## config.mk

```make
export PLATFORM = sky130hd
export DESIGN_NAME = egress_prio_sched
export DESIGN_NICKNAME = d
export VERILOG_FILES = /design/src/rtl/egress_prio_sched.sv
export SDC_FILE = /design/constraint.sdc
export NUM_CORES = 1
export LEC_CHECK = 0
export BUFFER_PORTS_ARGS = -buffer_cell sky130_fd_sc_hd__buf_2
export CAP_MARGIN = 0
export CORE_MARGIN = 3
export CORE_UTILIZATION = 45
export DETAILED_ROUTE_END_ITERATION = 10
export GPL_TIMING_DRIVEN = 1
export REMOVE_ABC_BUFFERS = 1
export SKIP_CTS_REPAIR_TIMING = 1
export SLEW_MARGIN = 10
export SYNTH_ARGS = -nofsm -noshare
export SYNTH_HDL_FRONTEND = slang
export SYNTH_SLANG_ARGS = --single-unit
```

## constraint.sdc

```tcl
create_clock -name clk -period 7.2 [get_ports clk]
set_input_delay 1.44 -clock clk [delete_from_list [all_inputs] [get_ports clk]]
set_output_delay 1.44 -clock clk [all_outputs]
set_load 0.1 [all_outputs]
```

## src/rtl/egress_prio_sched.sv

```systemverilog
module egress_prio_sched #(
  parameter int DESC_W = 16,
  parameter int DEPTH  = 8,
  parameter int DROP_W = 16
) (
  input  logic              clk,
  input  logic              rst_n,
  input  logic [1:0]        cfg_qmode,
  input  logic              cfg_weighted,
  input  logic [1:0]        cfg_fold,
  input  logic [27:0]       cfg_weights,
  input  logic              enq_valid,
  input  logic [DESC_W-1:0] enq_desc,
  input  logic [1:0]        enq_prio,
  input  logic              deq_ready,
  output logic              deq_valid,
  output logic [DESC_W-1:0] deq_desc,
  output logic [1:0]        deq_queue,
  output logic [3:0]        q_full,
  output logic [DROP_W-1:0] drop_count
);
  localparam int AW = (DEPTH > 1) ? $clog2(DEPTH) : 1;
  localparam int CW = AW + 1;

  logic [1:0]        act_qmode, act_fold, enq_q, sel;
  logic              act_wfq, all_empty, reload, push, pop;
  logic [27:0]       act_w;
  logic [3:0]        ne, elig, cand;
  logic [CW-1:0]     cnt  [4];
  logic [AW-1:0]     wp   [4];
  logic [AW-1:0]     rp   [4];
  logic [6:0]        cred [4];
  logic [6:0]        effw [4];
  logic [6:0]        base [4];
  logic [DESC_W-1:0] mem  [4][DEPTH];

  always_comb begin
    for (int i = 0; i < 4; i++) begin
      ne[i]     = cnt[i] != '0;
      q_full[i] = cnt[i] == CW'(DEPTH);
      effw[i]   = (act_w[7*i +: 7] == 7'd0) ? 7'd1 : act_w[7*i +: 7];
      elig[i]   = ne[i] && (cred[i] != 7'd0);
    end
  end

  assign all_empty = (ne == 4'b0000);
  assign reload    = (elig == 4'b0000);

  always_comb begin
    for (int i = 0; i < 4; i++) base[i] = reload ? effw[i] : cred[i];
  end

  always_comb begin
    case (act_qmode)
      2'b10:   enq_q = enq_prio;
      2'b01:   enq_q = {1'b0, enq_prio > act_fold};
      default: enq_q = 2'b00;
    endcase
  end

  assign cand = act_wfq ? (reload ? ne : elig) : ne;

  always_comb begin
    sel = 2'b00;
    for (int i = 0; i < 4; i++) if (cand[i]) sel = 2'(i);
  end

  assign push      = enq_valid && !q_full[enq_q];
  assign deq_valid = !all_empty;
  assign deq_queue = sel;
  assign deq_desc  = mem[sel][rp[sel]];
  assign pop       = deq_valid && deq_ready;

  always_ff @(posedge clk) begin
    if (push) mem[enq_q][wp[enq_q]] <= enq_desc;
  end

  always_ff @(posedge clk or negedge rst_n) begin
    if (!rst_n) begin
      act_qmode  <= 2'b00;
      act_wfq    <= 1'b0;
      act_fold   <= 2'b00;
      act_w      <= {7'd8, 7'd4, 7'd2, 7'd1};
      drop_count <= '0;
      for (int i = 0; i < 4; i++) begin
        cnt[i]  <= '0;
        wp[i]   <= '0;
        rp[i]   <= '0;
        cred[i] <= '0;
      end
    end else begin
      if (all_empty) begin
        act_qmode <= cfg_qmode;
        act_wfq   <= cfg_weighted;
        act_fold  <= cfg_fold;
        act_w     <= cfg_weights;
      end
      if (enq_valid && q_full[enq_q]) drop_count <= drop_count + 1'b1;
      for (int i = 0; i < 4; i++) begin
        if (push && enq_q == 2'(i)) wp[i] <= wp[i] + 1'b1;
        if (pop && sel == 2'(i))    rp[i] <= rp[i] + 1'b1;
        cnt[i] <= cnt[i] + CW'(push && enq_q == 2'(i)) - CW'(pop && sel == 2'(i));
        if (all_empty)
          cred[i] <= 7'd0;
        else if (pop && act_wfq)
          cred[i] <= (sel == 2'(i)) ? base[i] - 7'd1 : base[i];
      end
    end
  end
endmodule


```

==> metrics.md <==
| Metric | Value |
|---|---|
| Run status | `complete, no violations` |
| Largest net degree at the start of global routing | `84` |
| Combined global-route utilization of all metal layers | `0.223` |
| Endpoint of the worst register-to-register path | `cred[13]` |
| Final GP Congestion | `0.817` |
| Final setup viols | `0` |
| Maximum operating frequency | `0.146 GHz` |
| Sequential area share after synthesis | `0.672` |
| TritonCTS clock tree | `done` |
| Core region area | `59500 um2` |
| Placed Cells | `2842` |
| Count of fill cells added during filler insertion | `5062` |
| First-pass GRT wire length | `107000 um` |
| Post-synth top area share | `0.564` |
| Top cells by area, synth | `edfxtp_1 (56%), dfrtp_1 (10%), mux2i_1 (5.0%)` |
| RSZ-0062 raised after global routing | `no` |
| Largest fanout of any net on the critical path | `65` |
| Library cell with the highest instance count after synthesis | `edfxtp_1` |
| Worst setup slack for register-to-register paths | `2.76 ns` |
| Die outline height | `252 um` |
| Reg clk slew, reported paths | `0.05 ns` |
| Remaining antenna violation count after routing | `0` |
| Synthesized area divided by synthesized cell count | `13.4 um2` |
| Antenna violations before repair | `0` |
| DRC viols | `0` |
| Crit. Startpoint | `cred[21]` |
| Worst-case clock buffer depth | `3` |
| Worst Min Path Start | `drop_count[15]` |
| # Max-Cap Violations | `0` |
| P_leak | `0.0113 uW` |
| Count of boundary I/O pins | `94` |
| H-tree level count | `3` |
| Req. time, crit path | `5.76 ns` |
| Startpoint type of the worst setup path | `flip-flop` |
| Initial standard-cell utilization of the core | `0.458` |
| Grt ovf | `0` |
| Final setup skew | `0.0224 ns` |
| Clock latency of the later-clocked register in the worst-skew pair | `0.61 ns` |
| Worst hold slack across all endpoints | `0.469 ns` |
| Slew margin rel. | `0.227` |
| Cell count after synthesis | `2036` |
| Detailed router's first-iteration violation count | `1681` |
| Antenna Diode Count | `0` |
| Post-synth EDFFs | `512` |
| Min-delay worst type | `reg -> reg` |
| Die W | `252 um` |
| Endpoint of the most critical setup path | `deq_desc[3]` |
| Final Max Tran Viols | `0` |
| Placed wire-length estimate | `42400 um` |
| Number of synthesized register bits | `629` |
| Number of optimization iterations in the first detailed-route pass | `5` |
| Number of buffer cells added on primary ports | `93` |
| Largest area contributor in the netlist | `edfxtp_1` |
| Root buf cell | `clkbuf_16` |
| DR vias/cell | `5.89` |
| Primary FF master, synth | `edfxtp_1` |
| Shortest clock period the worst path allows after layout | `6.86 ns` |
| Post-layout net count | `2239` |
| R2r startpoint | `cred[21]` |
| Post-synthesis instance area | `27200 um2` |
| Vias in the first global route | `17065` |
| Drt wl/cell | `23.8 um` |
| Number of distinct library cell variants in the gate-level netlist after synthesis | `71` |
| Total number of yosys warnings | `0` |
| Area grow syn2layout | `13.4%` |
| Leading cell types by count after synthesis | `edfxtp_1 (512), nand2_1 (302), mux2i_1 (135), dfrtp_1 (113), a21oi_1 (112)` |
| Crit path DAT | `5.42 ns` |
| Peak VDD IR | `508 uV` |
| Post-route clock period utilization | `0.952` |
| Final Util | `0.519` |
| DRT Wirelength | `70600 um` |
| Vias | `17458` |
| Row count | `89` |
| Worst R2R Path Depth | `10` |
| Post-synthesis async set-or-reset flop share | `0.186` |
| Cell Pwr Density | `483 nW/um2` |
| Full die area | `63500 um2` |
| Fraction of final layout cells sized beyond drive strength 1 | `0.165` |
| Kind of critical path | `reg -> out` |
| Inserted Clock Buffers | `68` |
| Total number of clock tree sinks | `629` |
| Non-filler instance count after layout | `2964` |
| Transition time at the pin with the least slew margin | `1.16 ns` |
| Final hold violation count | `0` |
| Setup crit end kind | `primary output` |
layout make-up:
cell class                      count  area, um2  share of cell area
Clock buffer                       91       1820              0.0589
Clock inverter                     31        297             0.00960
Inverter                           40        150             0.00486
Multi-Input combinational cell   1246       8410               0.272
Sequential cell                   629      18300               0.593
Tap cell                          773        967              0.0313
Timing Repair Buffer              154        938              0.0304
sequential cells by signal (all words and copies together) (netlist names):
register / flops
act_fold: 2
act_qmode: 2
act_w: 28
act_wfq: 1
cnt: 16
cred: 28
drop_count: 16
mem: 512
rp: 12
wp: 12
per-stage QoR:
step	TNS (ns)	total power [uW]	instance area (um2)	setup WS, ns
after CTS	0	15000	30900	0.309
final	0	14900	30900	0.344
after global routing	0	15700	30900	0.113
after global placement	0	11600	28800	0.999
after detailed placement	0	11700	28800	0.975
after floorplan	-166.49	9330	26700	-9.35
worst max-delay path, cell delays in order (launching register included):
cell	delay (ns)
dfrtp_1	0.40
or4_4	0.57
o41ai_4	0.51
a41oi_4	0.26
mux2i_4	0.20
buf_4	0.43
a21o_4	0.73
a311oi_1	0.22
a211oi_1	0.60
o21ai_1	0.22
o41ai_2	0.14
buf_2	0.50
layout by cell type (no fill, tap or decap), types with 8 or more instances in the layout:
cell type / count
a211oi_1: 45
o21ai_0: 65
inv_1: 40
mux2_2: 48
nand2_2: 10
a311oi_1: 34
nand2_1: 301
and2_1: 9
o2bb2ai_1: 11
o21ai_1: 17
buf_2: 92
nand3_1: 33
nor4_1: 34
xnor2_1: 35
dfrtp_1: 111
xor2_1: 26
and3_1: 18
clkinv_1: 10
edfxtp_1: 512
clkbuf_1: 21
o41ai_2: 13
mux2i_1: 134
clkinv_2: 9
clkbuf_16: 69
a21oi_2: 9
a21o_1: 12
nor2_1: 78
o32ai_1: 11
nor3_1: 30
ha_1: 41
o22ai_1: 11
buf_4: 61
a31oi_1: 8
a21oi_1: 111
worst min-delay path by stage:
stage,to,cells past startpoint
2_1_floorplan,rp[8],1
3_3_place_gp,drop_count[15],1
3_5_place_dp,rp[11],1
4_1_cts,rp[11],1
5_1_grt,wp[8],1
6_report,drop_count[15],1
routing by layer:
metal,vias to the layer above,part of all wire,global-route usage
met5,-,0,0
met3,121,0.070,0.0363
met1,8838,0.43,0.319
li1,7869,-,-
met4,0,0.030,0.0733
met2,630,0.47,0.351
logic make-up after synthesis:
group | Yosys count | share of synthesized area
and+or+nand+nor | 557 | 0.0907
buffers and inverters | 161 | 0.0249
AOI/OAI and AO/OA | 400 | 0.102
xor gates and xnor gates | 61 | 0.0196
adders and majority gates | 45 | 0.0218
muxes | 183 | 0.0694
DFF | 629 | 0.672
report_power, final:
part	switching, uW	internal [uW]
registers	285	4250
clock network	1420	1930
logic	5120	1920
Note: power is estimated with default switching activity, not from simulation.
